### config.mk
export PLATFORM = sky130hd
export DESIGN_NAME = store_arbiter
export DESIGN_NICKNAME = d
export VERILOG_FILES = /design/src/rtl/store_arb_pkg.sv /design/src/rtl/store_arb_edge.sv /design/src/rtl/store_arb_core.sv /design/src/rtl/store_arb_addr.sv /design/src/rtl/store_arbiter.sv
export SDC_FILE = /design/constraint.sdc
export NUM_CORES = 1
export LEC_CHECK = 0
export ABC_AREA = 1
export BUFFER_PORTS_ARGS = -buffer_cell sky130_fd_sc_hd__clkbuf_2
export CAP_MARGIN = 15
export CORE_ASPECT_RATIO = 0.75
export CORE_UTILIZATION = 38
export DETAILED_ROUTE_END_ITERATION = 12
export GPL_TIMING_DRIVEN = 0
export PLACE_DENSITY = 0.9
export RECOVER_POWER = 25
export SLEW_MARGIN = 15
export SYNTH_ARGS = -nofsm -noshare
export SYNTH_HDL_FRONTEND = slang
export SYNTH_SLANG_ARGS = --single-unit
export TNS_END_PERCENT = 100
### constraint.sdc
create_clock -name clk -period 2.04 [get_ports clk]
set_clock_uncertainty 0.15 [all_clocks]
set_input_delay 0.306 -clock clk [delete_from_list [all_inputs] [get_ports clk]]
set_output_delay 0.306 -clock clk [all_outputs]
set_load 0.01 [all_outputs]
### src/rtl/store_arb_pkg.sv
// Shared definitions for the frame store arbiter.
// Assumes a fixed group of four candidate sources per address bit.
package store_arb_pkg;
    localparam int GRP_W  = 4;
    localparam int SEL_W  = 2;

    // Builds the address-group index from mux phase and host select.
    function automatic logic [SEL_W-1:0] grp_index(input logic phase, input logic hsel);
        return {hsel, phase};
    endfunction
endpackage

### src/rtl/store_arb_edge.sv
// Edge detector bank: registers each input and reports rising/falling edges
// relative to the previous sampled value. Assumes inputs are synchronous.
module store_arb_edge #(
    parameter int N = 1
) (
    input  logic         clk,
    input  logic         rst_n,
    input  logic [N-1:0] sig_i,
    output logic [N-1:0] rise_o,
    output logic [N-1:0] fall_o
);
    logic [N-1:0] prev_q;

    // Holds the previous value of every input.
    always_ff @(posedge clk) begin
        if (!rst_n) prev_q <= '0;
        else        prev_q <= sig_i;
    end

    // Edge flags compare the current input against the held copy.
    always_comb begin
        rise_o = sig_i & ~prev_q;
        fall_o = ~sig_i & prev_q;
    end
endmodule

### src/rtl/store_arb_core.sv
// Request and grant state for the refresh and host sides.
// Assumes set strobes are single-cycle edge flags. Clears beat sets and
// grants, and refresh beats host when both could be granted together.
module store_arb_core (
    input  logic clk,
    input  logic rst_n,
    input  logic refr_set_i,
    input  logic host_set_i,
    input  logic refr_drop_i,
    input  logic late_ack_i,
    input  logic wr_sel_i,
    input  logic cycle_end_i,
    input  logic wr_block_i,
    output logic refr_wait_o,
    output logic refr_grant_o,
    output logic host_wait_o,
    output logic host_grant_o,
    output logic host_sel_o,
    output logic host_cycle_o,
    output logic write_en_o
);
    logic refr_go, host_go, refr_clr, host_clr;

    // Grant decision from registered state, refresh first.
    always_comb begin
        refr_go  = refr_wait_o & ~refr_grant_o & ~host_grant_o;
        host_go  = host_wait_o & ~host_grant_o & ~refr_grant_o & ~refr_go;
        refr_clr = refr_drop_i | (late_ack_i & ~wr_sel_i);
        host_clr = late_ack_i & wr_sel_i;
    end

    // Refresh waiting and granted flags.
    always_ff @(posedge clk) begin
        if (!rst_n) begin
            refr_wait_o  <= 1'b0;
            refr_grant_o <= 1'b0;
        end else if (refr_clr) begin
            refr_wait_o  <= 1'b0;
            refr_grant_o <= 1'b0;
        end else begin
            if (refr_set_i) refr_wait_o  <= 1'b1;
            if (refr_go)    refr_grant_o <= 1'b1;
        end
    end

    // Host waiting and granted flags.
    always_ff @(posedge clk) begin
        if (!rst_n) begin
            host_wait_o  <= 1'b0;
            host_grant_o <= 1'b0;
        end else if (host_clr) begin
            host_wait_o  <= 1'b0;
            host_grant_o <= 1'b0;
        end else begin
            if (host_set_i) host_wait_o  <= 1'b1;
            if (host_go)    host_grant_o <= 1'b1;
        end
    end

    // Host select, host-cycle marker and write permission.
    always_ff @(posedge clk) begin
        if (!rst_n) begin
            host_sel_o   <= 1'b0;
            host_cycle_o <= 1'b0;
            write_en_o   <= 1'b0;
        end else if (host_go && !host_clr) begin
            host_sel_o   <= 1'b1;
            host_cycle_o <= 1'b1;
            write_en_o   <= ~wr_block_i;
        end else begin
            if (refr_go && !refr_clr) host_sel_o <= 1'b0;
            if (cycle_end_i) begin
                host_cycle_o <= 1'b0;
                write_en_o   <= 1'b0;
            end
        end
    end
endmodule

### src/rtl/store_arb_addr.sv
// Address select: each output bit picks one bit of its own 4-bit group.
// Assumes the group index is already formed from phase and host select.
module store_arb_addr
    import store_arb_pkg::*;
#(
    parameter int ADDR_W = 8
) (
    input  logic [GRP_W*ADDR_W-1:0] grp_i,
    input  logic [SEL_W-1:0]        idx_i,
    output logic [ADDR_W-1:0]       addr_o
);
    for (genvar gi = 0; gi < ADDR_W; gi++) begin : g_bit
        logic [GRP_W-1:0] grp;
        // Slices this bit's group and selects one entry.
        always_comb begin
            grp        = grp_i[gi*GRP_W +: GRP_W];
            addr_o[gi] = grp[idx_i];
        end
    end
endmodule

### src/rtl/store_arbiter.sv
// Top of the frame store arbiter. Detects request edges, holds the grant
// state, forms write-select and cycle-start, and drives the address mux.
// Assumes all inputs are synchronous to clk.
module store_arbiter
    import store_arb_pkg::*;
#(
    parameter int ADDR_W = 8
) (
    input  logic                    clk,
    input  logic                    rst_n,
    input  logic                    prefetch_i,
    input  logic                    host_req_i,
    input  logic                    vid_sel_i,
    input  logic                    host_stripe_b3_i,
    input  logic                    prot_x_i,
    input  logic                    prot_y_i,
    input  logic                    host_read_i,
    input  logic                    host_y_b10_i,
    input  logic                    disp_stripe_b0_i,
    input  logic                    mux_phase_i,
    input  logic                    late_ack_i,
    input  logic                    cycle_end_i,
    input  logic                    store_busy_i,
    input  logic                    line_rst_i,
    input  logic [4*ADDR_W-1:0]     addr_grp_i,
    output logic                    refr_wait_o,
    output logic                    refr_grant_o,
    output logic                    host_wait_o,
    output logic                    host_grant_o,
    output logic                    host_sel_o,
    output logic                    host_cycle_o,
    output logic                    write_en_o,
    output logic                    wr_sel_o,
    output logic                    cycle_start_o,
    output logic                    host_busy_n_o,
    output logic [ADDR_W-1:0]       addr_o
);
    localparam int NEDGE = 4;

    logic [NEDGE-1:0] rise, fall;
    logic             wr_block;
    logic [SEL_W-1:0] idx;

    store_arb_edge #(.N(NEDGE)) u_edge (
        .clk   (clk),
        .rst_n (rst_n),
        .sig_i ({line_rst_i, vid_sel_i, host_req_i, prefetch_i}),
        .rise_o(rise),
        .fall_o(fall)
    );

    // Combines the write blockers and the combinational status outputs.
    always_comb begin
        wr_block      = prot_x_i | prot_y_i | host_read_i | host_y_b10_i;
        wr_sel_o      = ~(host_cycle_o | disp_stripe_b0_i);
        cycle_start_o = (refr_grant_o | host_grant_o) & ~store_busy_i;
        host_busy_n_o = ~host_wait_o;
        idx           = grp_index(mux_phase_i, host_sel_o);
    end

    store_arb_core u_core (
        .clk         (clk),
        .rst_n       (rst_n),
        .refr_set_i  (rise[0]),
        .host_set_i  (rise[1] | (rise[2] & host_stripe_b3_i)),
        .refr_drop_i (fall[3]),
        .late_ack_i  (late_ack_i),
        .wr_sel_i    (wr_sel_o),
        .cycle_end_i (cycle_end_i),
        .wr_block_i  (wr_block),
        .refr_wait_o (refr_wait_o),
        .refr_grant_o(refr_grant_o),
        .host_wait_o (host_wait_o),
        .host_grant_o(host_grant_o),
        .host_sel_o  (host_sel_o),
        .host_cycle_o(host_cycle_o),
        .write_en_o  (write_en_o)
    );

    store_arb_addr #(.ADDR_W(ADDR_W)) u_addr (
        .grp_i (addr_grp_i),
        .idx_i (idx),
        .addr_o(addr_o)
    );
endmodule

Yosys cells after proc, flatten, opt, wreduce, memory -nomap -nowiden

Cells that the tools add are included.

Order comparisons: 1
Mux-type cells: 21
Bitwise operators: 28
Reduce and logical (&&, ||, !) cells: 8

Operator list:

| kind               | number |
|---|---|
| $bmux 1 s2         | 8 |
| $mux 1             | 13 |
| $and 1x1->1        | 9 |
| $not 1->1          | 8 |
| $or 1x1->1         | 7 |
| $and 4x4->4        | 1 |
| $not 4->4          | 1 |
| $reduce_bool 2->1  | 2 |
| $reduce_or 2->1    | 2 |
| $and 3x3->3        | 1 |
| $lt 2x3->1 const B | 1 |
| $not 3->3          | 1 |
| $logic_and 1x1->1  | 2 |
| $logic_not 1->1    | 2 |

Register bits after elaboration: 11
Output and inout bits: 18
Word-level logic and storage cells: 66

Depth between registers and ports, before layout

Gate-level depths: netlist of the first run.

Word-level depth: 7
Depth in mapped cells: 6
Mapped depth without buffers: 6

Cells and area by module

Synthesis of the first run repeated with hierarchy kept, for this count alone.

Cells, all modules: 170
Area, all modules: 888.4 µm²

Modules (own cells, without submodules):

| module         | times used | cells an instance | area each (µm²) |
|---|---|---|---|
| store_arb_addr | 1          | 94                | 395.4 |
| store_arb_core | 1          | 38                | 275.3 |
| store_arb_edge | 1          | 28                | 180.2 |
| store_arbiter  | 1          | 10                | 37.5 |

Worst setup path after synthesis of the first run

No wires, ideal clock.

Path kind: register to output
Start point: register u_core.host_sel_o
End point: output port addr_o[0]
Data arrival time: 0.938 ns
Required time: 1.584 ns
Slack: 0.646 ns
Cell stages (with the launch flop): 5
Cell sequence: dfxtp_1 > clkbuf_2 > inv_1 > o21ai_0 > o22ai_1

Cells in the longest elaborated chain, start to end: 2

Ends and longest elaborated chain:

| element                      | line                 | text |
|---|---|---|
| start, declared              | store_arb_core.sv:18 | `output logic host_sel_o,` |
| start signal, assigned       | store_arb_core.sv:63 | `host_sel_o <= 1'b0;` |
| start signal, assigned       | store_arb_core.sv:67 | `host_sel_o <= 1'b1;` |
| start signal, assigned       | store_arb_core.sv:71 | `if (refr_go && !refr_clr) host_sel_o <= 1'b0;` |
| $bmux 1 s2                   | store_arb_addr.sv:17 | `addr_o[gi] = grp[idx_i];` |
| $mux 1 (not written as such) | store_arb_addr.sv:17 |  |
| end, declared                | store_arbiter.sv:36  | `output logic [ADDR_W-1:0] addr_o` |

Every way passes these cells. The select of a mux whose other input is x is not followed.

Worst setup path after layout of the first run

Ends and elaborated chain as after synthesis.

==> run summary, run 1 <==
OUTCOME
-------------------------------------------------------------------------------
Status ........................................................... finished clean

CLOCKING
-------------------------------------------------------------------------------
Postcts setup bufs ...............................................            0
Clk root buf ..................................................... sky130_fd_sc_hd__clkbuf_4
Inserted Clock Buffers ...........................................            3
CTS HTree Levels .................................................            1
Clock-pin slew on the worst setup and hold paths .................      0.08 ns
Clock insertion delay at the later pin of the skew report ........      0.27 ns
Hold Buf Count CTS ...............................................            0
TritonCTS sink count .............................................           11
Maximum clock path buffer count ..................................            2
Total of cells resized after clock tree synthesis ................            0
TritonCTS clock tree .............................................         done

WORST HOLD PATH
-------------------------------------------------------------------------------
Hold Path Depth ..................................................            3
Hold Crit Class .................................................. input pin to register
Startpoint of the tightest hold check path .......................   line_rst_i
Worst Hold End ................................................... u_edge.prev_q[3]

GLOBAL ROUTING
-------------------------------------------------------------------------------
Via count of the first global-routing pass .......................          869
Total global routing overflow ....................................            0
Pin count of the biggest net entering global routing .............           11
Global-route wire length before repair ...........................      3630 um
Overall Global Routing Usage .....................................        25.3%
Initial antenna violation count ..................................            0

WORST SETUP PATH
-------------------------------------------------------------------------------
Cell family with the largest share of critical-path delay ........ buffers and inverters
Length in cells of the worst reg-to-reg path .....................            5
CP max-delay cell ................................................ sky130_fd_sc_hd__dfxtp_1
Max Fanout on Critical Path ......................................           10
Worst reg-to-reg setup slack .....................................      0.88 ns
Critical path, cell by cell ...................................... clkbuf_2 > inv_1 > o21ai_0 > o22ai_1 > clkbuf_2
Cell mode on critical path ....................................... sky130_fd_sc_hd__clkbuf_2
Crit Reg-Reg Startpoint .......................................... u_core.refr_grant_o
CP Buf/Inv Count .................................................            3
Worst stage delay on the critical path ...........................      0.31 ns
Data arrival at the endpoint of the critical path ................      1.47 ns
Worst reg2reg endpoint ........................................... u_core.host_sel_o
Startpoint kind of the worst setup timing path ...................     register
Crit Path Category ............................................... register to output port
Critical path endpoint category ..................................  output port
Crit path required time ..........................................      1.58 ns

SYNTH
-------------------------------------------------------------------------------
Synthesized Nets .................................................          159
Yosys top cell area share ........................................        32.2%
Netlist cell types ...............................................           16
Cell accounting for the most synthesized area .................... sky130_fd_sc_hd__dfxtp_1
Number of instances in the synthesized netlist ...................          111
Total standard cell area after synthesis .........................    683 sq um
Largest cells by area after synthesis ............................ sky130_fd_sc_hd__dfxtp_1 32%, sky130_fd_sc_hd__nor2_1 13%, sky130_fd_sc_hd__o21ai_0 9.5%
Mean post-synth cell area ........................................   6.15 sq um
Synth Warn # .....................................................            0
Fraction of the yosys area taken by sequential cells .............        32.2%
Flop and latch count out of synthesis ............................           11

STA
-------------------------------------------------------------------------------
Number of max-slew violations in the final report ................            0
Setup repair after global routing missed its margin ..............        false
Ratio of final minimum period to clock period ....................        94.4%
Number of setup violations in the final report ...................            0
Relative slew slack ..............................................        75.4%
Final hold viol count ............................................            0
Setup slack after layout .........................................     0.115 ns
Worst Hold Slack .................................................    0.0854 ns
Slew at the pin closest to its max-slew limit ....................     0.368 ns
Final-layout setup total negative slack ..........................         0 ns
Upper clock frequency limit ......................................      520 MHz
Min Tclk post-route ..............................................      1.92 ns

FLOORPLAN
-------------------------------------------------------------------------------
Floorplan die area ...............................................   1970 sq um
DIE HEIGHT .......................................................      38.7 um
Die width ........................................................      51.0 um
Rows .............................................................           12
Effective utilization at floorplan ...............................        43.3%
Std-Cell Core Area ...............................................   1580 sq um
Top-level I/O count ..............................................           66

POWER
-------------------------------------------------------------------------------
Maximum resistive drop on vdd ....................................     0.343 mV
Pwr/cell area ....................................................  563 nW/um^2
Post-layout power ................................................     0.594 mW
Leakage power ....................................................     0.601 nW
Cell internal power dissipation ..................................     0.399 mW
Combinational fraction of design power ...........................        34.4%
Switching Fraction ...............................................        32.9%
Proportion of power drawn by flip-flops and latches ..............        40.1%
Power dissipated by switching net loads ..........................     0.196 mW
Share of total power in the clock network ........................        25.5%

DETAILED ROUTING
-------------------------------------------------------------------------------
Final wirelength .................................................      2290 um
Via count ........................................................          985
Number of remaining DRC errors ...................................            0
Number of DRC markers after the initial detailed-route iteration .           40
Routed length per placed instance ................................      11.4 um
Number of vias per cell ..........................................         4.93
Post-DRT Antenna Nets ............................................            0
Number of detailed-route iterations in the first pass ............            5

FINISH
-------------------------------------------------------------------------------
Synth-to-layout area growth ......................................        54.6%
Commonest cells after routing, fill and taps aside ............... 65 x sky130_fd_sc_hd__clkbuf_2, 23 x sky130_fd_sc_hd__nor2_1, 17 x sky130_fd_sc_hd__inv_1
Share of cells above drive strength 1 ............................        41.9%
Area of all placed cells without fillers .........................   1060 sq um
Layout net count .................................................          228
Most common cell after layout, fill and taps aside ............... sky130_fd_sc_hd__clkbuf_2
Count of inserted antenna diode cells ............................            0

PLACE
-------------------------------------------------------------------------------
Last weighted congestion value of the routability-driven placer ..        0.823
I/O Buffers ......................................................           64
Post-DP HPWL .....................................................      1850 um
Worst slack, placed ..............................................     0.433 ns
Placement-stage cell area ........................................   1030 sq um

JOB
-------------------------------------------------------------------------------
Max-cap violations ...............................................            0

state kept, by name (all words and copies together), names as in the netlist:
name and flops:
u_core.host_cycle_o 1, u_core.host_grant_o 1, u_core.host_sel_o 1, u_core.host_wait_o 1
u_core.refr_grant_o 1, u_core.refr_wait_o 1, u_core.write_en_o 1, u_edge.prev_q 4
synth_stat cells (all sizes together):
| master | number |
|---|---|
| nand3b | 1 |
| dfxtp | 11 |
| o22ai | 8 |
| o21ai | 17 |
| inv | 18 |
| buf | 2 |
| clkbuf | 2 |
| nor2 | 25 |
| nand3 | 4 |
| nand2 | 16 |
| a21oi | 7 |
cell families (layout without fill, tap and decap cells):
group | after synthesis | after routing | synth area share, %
AO/OA/AOI/OAI | 32 | 32 | 26.0
buffers and inverters | 22 | 90 | 14.5
flip-flops | 11 | 11 | 32.2
AND/OR/NAND/NOR | 46 | 46 | 27.3
metal layers:
layer	vias up	wire (um)	GRT usage, %
met5	-	0	0
met4	0	19	4.17
met3	2	134	5.88
met2	51	1210	49.0
met1	438	925	29.0
li1	494	-	-
worst max-delay path by stage:
stage,endpoint,slack [ns],cells after the start,startpoint
floorplan,addr_o[0],0.65,4,u_core.host_sel_o
global placement,addr_o[5],0.47,6,mux_phase_i
detailed placement,addr_o[5],0.43,6,mux_phase_i
CTS,addr_o[0],0.17,5,u_core.host_sel_o
global route,addr_o[0],0.06,5,u_core.host_sel_o
finish,addr_o[0],0.12,5,u_core.host_sel_o
cell type report:
| type | instances | area [sq um] |
|---|---|---|
| Buffer | 4 | 31.3 |
| Clock buffer | 4 | 26.3 |
| Fill cell | 155 | 520 |
| Inverter | 18 | 67.6 |
| Multi-Input combinational cell | 78 | 364 |
| Sequential cell | 11 | 220 |
| Tap cell | 21 | 26.3 |
| Timing Repair Buffer | 64 | 320 |
power by group through the flow:
stage	Sequential, mW	Clock, mW	Combinational (mW)
floorplan	0.246	0	0.0993
global placement	0.242	0	0.194
detailed placement	0.243	0	0.201
CTS	0.238	0.150	0.203
global route	0.240	0.161	0.225
finish	0.238	0.152	0.204
worst register-to-register path, delay by kind of cell (launching register included):
family / cells / cell delay [ns]
DFF: 1 / 0.33
AOI/OAI and AO/OA: 1 / 0.18
and+or+nand+nor: 3 / 0.33
buffers and inverters: 1 / 0.10
per-stage QoR:
stage          cells  utilization, %
6_report         200            67.0
5_1_grt          200            67.0
4_1_cts          200            67.0
3_5_place_dp     196            65.3
3_3_place_gp     196            65.3
2_1_floorplan    111               -
No activity file was read; power rests on OpenSTA's default activity.
==> run 2: changes to the inputs <==
--- a/config.mk
+++ b/config.mk
@@ -10,6 +10,7 @@
 export CAP_MARGIN = 15
 export CORE_ASPECT_RATIO = 0.75
 export CORE_UTILIZATION = 38
+export CTS_BUF_LIST = sky130_fd_sc_hd__clkbuf_16
 export DETAILED_ROUTE_END_ITERATION = 12
 export GPL_TIMING_DRIVEN = 0
 export PLACE_DENSITY = 0.9
==> run summary, run 2 (synthesized netlist as in run 1, its figures left out) <==
WORST SETUP PATH
-------------------------------------------------------------------------------
Crit path required time ..........................................      1.58 ns   about the same
Max Fanout on Critical Path ......................................           10   unchanged
Startpoint kind of the worst setup timing path ...................     register
CP Buf/Inv Count .................................................            3   unchanged
Critical path, cell by cell ...................................... clkbuf_2 > inv_1 > o21ai_0 > o22ai_1 > clkbuf_2
Data arrival at the endpoint of the critical path ................      1.42 ns   -0.05 ns
Worst stage delay on the critical path ...........................      0.30 ns   about the same
Critical path endpoint category ..................................  output port
CP max-delay cell ................................................ sky130_fd_sc_hd__dfxtp_1
Crit Path Category ............................................... register to output port
Cell mode on critical path ....................................... sky130_fd_sc_hd__clkbuf_2
Cell family with the largest share of critical-path delay ........ buffers and inverters

DETAILED ROUTING
-------------------------------------------------------------------------------
Final wirelength .................................................      2340 um   +2.4%
Number of vias per cell ..........................................         4.90   -0.51%
Number of remaining DRC errors ...................................            0   unchanged
Via count ........................................................          980   -0.51%
Post-DRT Antenna Nets ............................................            0   unchanged
Routed length per placed instance ................................      11.7 um   +2.4%
Number of detailed-route iterations in the first pass ............            6   +1
Number of DRC markers after the initial detailed-route iteration .           37   -7.5%

STA
-------------------------------------------------------------------------------
Upper clock frequency limit ......................................      534 MHz   +2.8%
Number of setup violations in the final report ...................            0   unchanged
Slew at the pin closest to its max-slew limit ....................     0.358 ns   -0.0106 ns
Number of max-slew violations in the final report ................            0   unchanged
Worst Hold Slack .................................................     0.118 ns   +0.0328 ns
Final-layout setup total negative slack ..........................         0 ns   unchanged
Min Tclk post-route ..............................................      1.87 ns   -0.0518 ns
Ratio of final minimum period to clock period ....................        91.8%   -2.5 points
Final hold viol count ............................................            0   unchanged
Relative slew slack ..............................................        76.2%   +0.71 points
Setup repair after global routing missed its margin ..............        false

CLOCKING
-------------------------------------------------------------------------------
CTS HTree Levels .................................................            1   unchanged
TritonCTS clock tree .............................................         done
Hold Buf Count CTS ...............................................            0   unchanged
Clock-pin slew on the worst setup and hold paths .................      0.04 ns   -0.04 ns
Maximum clock path buffer count ..................................            2   unchanged
Total of cells resized after clock tree synthesis ................            0   unchanged
TritonCTS sink count .............................................           11   unchanged
Inserted Clock Buffers ...........................................            3   unchanged
Clock insertion delay at the later pin of the skew report ........      0.24 ns   -0.03 ns
Clk root buf ..................................................... sky130_fd_sc_hd__clkbuf_16
Postcts setup bufs ...............................................            0   unchanged

POWER
-------------------------------------------------------------------------------
Post-layout power ................................................     0.794 mW   +34%
Maximum resistive drop on vdd ....................................     0.602 mV   +76%
Pwr/cell area ....................................................  717 nW/um^2   +27%
Leakage power ....................................................     0.625 nW   +4.0%

FINISH
-------------------------------------------------------------------------------
Count of inserted antenna diode cells ............................            0   unchanged
Most common cell after layout, fill and taps aside ............... sky130_fd_sc_hd__clkbuf_2
Largest register FFs .............................................            4   unchanged
Non-filler instance count after layout ...........................          200   unchanged
Layout net count .................................................          228   unchanged
Share of cells above drive strength 1 ............................        41.3%   -0.56 points
Register name with the most flops ................................ u_edge.prev_q
Synth-to-layout area growth ......................................        62.1%
Commonest cells after routing, fill and taps aside ............... 64 x sky130_fd_sc_hd__clkbuf_2, 23 x sky130_fd_sc_hd__nor2_1, 18 x sky130_fd_sc_hd__inv_1

FLOORPLAN
-------------------------------------------------------------------------------
Floorplan die area ...............................................   1970 sq um   unchanged
Die width ........................................................      51.0 um   unchanged
Std-Cell Core Area ...............................................   1580 sq um   unchanged
Top-level I/O count ..............................................           66   unchanged
DIE HEIGHT .......................................................      38.7 um   unchanged
Rows .............................................................           12   unchanged
Effective utilization at floorplan ...............................        43.3%   unchanged

GLOBAL ROUTING
-------------------------------------------------------------------------------
Initial antenna violation count ..................................            0   unchanged
Overall Global Routing Usage .....................................        26.1%   +0.78 points
Pin count of the biggest net entering global routing .............           11   unchanged
Total global routing overflow ....................................            0   unchanged
Global-route wire length before repair ...........................      3700 um   +1.9%
Via count of the first global-routing pass .......................          920   +5.9%

PLACE
-------------------------------------------------------------------------------
I/O Buffers ......................................................           64   unchanged
Placed cell count ................................................          196   unchanged
Last weighted congestion value of the routability-driven placer ..        0.823   unchanged
Post-DP HPWL .....................................................      1850 um   unchanged

WORST HOLD PATH
-------------------------------------------------------------------------------
Hold Crit Class .................................................. input pin to register

JOB
-------------------------------------------------------------------------------
Max-cap violations ...............................................            0   unchanged

OUTCOME
-------------------------------------------------------------------------------
Status ........................................................... finished clean

-- run 2: cell count changes in the layout (fill, tap and decap cells not counted), sizes merged --
cell    change
clkbuf      -1
inv         +1
-- run 2: metal layers --
metal	track usage, %	wire, um	part of all wire, %
met1	27.8	900	38
met2	52.0	1290	55
met3	5.88	135	5.8
met4	7.64	18	0.77
met5	0	0	0
-- run 2: path summary, 6_finish.rpt --
check	startpoint	slack, ns	depth (start not counted)	endpoint
worst max-delay path	u_core.host_sel_o	0.17	5	addr_o[0]
worst min-delay path	line_rst_i	0.12	3	u_edge.prev_q[3]
worst max register to register	u_core.refr_grant_o	0.82	5	u_core.host_sel_o
worst min register to register	u_edge.prev_q[2]	0.34	2	u_core.host_wait_o
-- run 2: final cells by class --
type,instances,area [sq um]
fill,141,469
multi-input combinational,78,364
timing repair buffer,64,319
sequential,11,220
clock buffer,3,75.1
inverter,18,67.6
buffer,4,31.3
tap,21,26.3
clock inverter,1,3.75
-- run 2: stage by stage --
| stage | setup WS, ns | cell area [sq um] | utilization, % |
|---|---|---|---|
| final | 0.167 | 1110 | 70.2 |
| after detailed placement | 0.433 | 1030 | 65.3 |
| after CTS | 0.206 | 1110 | 70.3 |
| after global placement | 0.465 | 1030 | 65.3 |
| after global routing | 0.107 | 1110 | 70.2 |
| after floorplan | 0.646 | 683 | - |
-- run 2: where the power goes --
part / switching (mW) / total (mW) / internal (mW)
clock network: 0.0929 / 0.350 / 0.257
logic: 0.111 / 0.205 / 0.0933
registers: 0.00949 / 0.240 / 0.230
total: 0.214 / 0.794 / 0.581
-- run 2: worst min-delay path, stage by stage --
cell and delay [ns]:
sky130_fd_sc_hd__clkbuf_2 0.09, sky130_fd_sc_hd__nand2_1 0.04, sky130_fd_sc_hd__inv_1 0.04
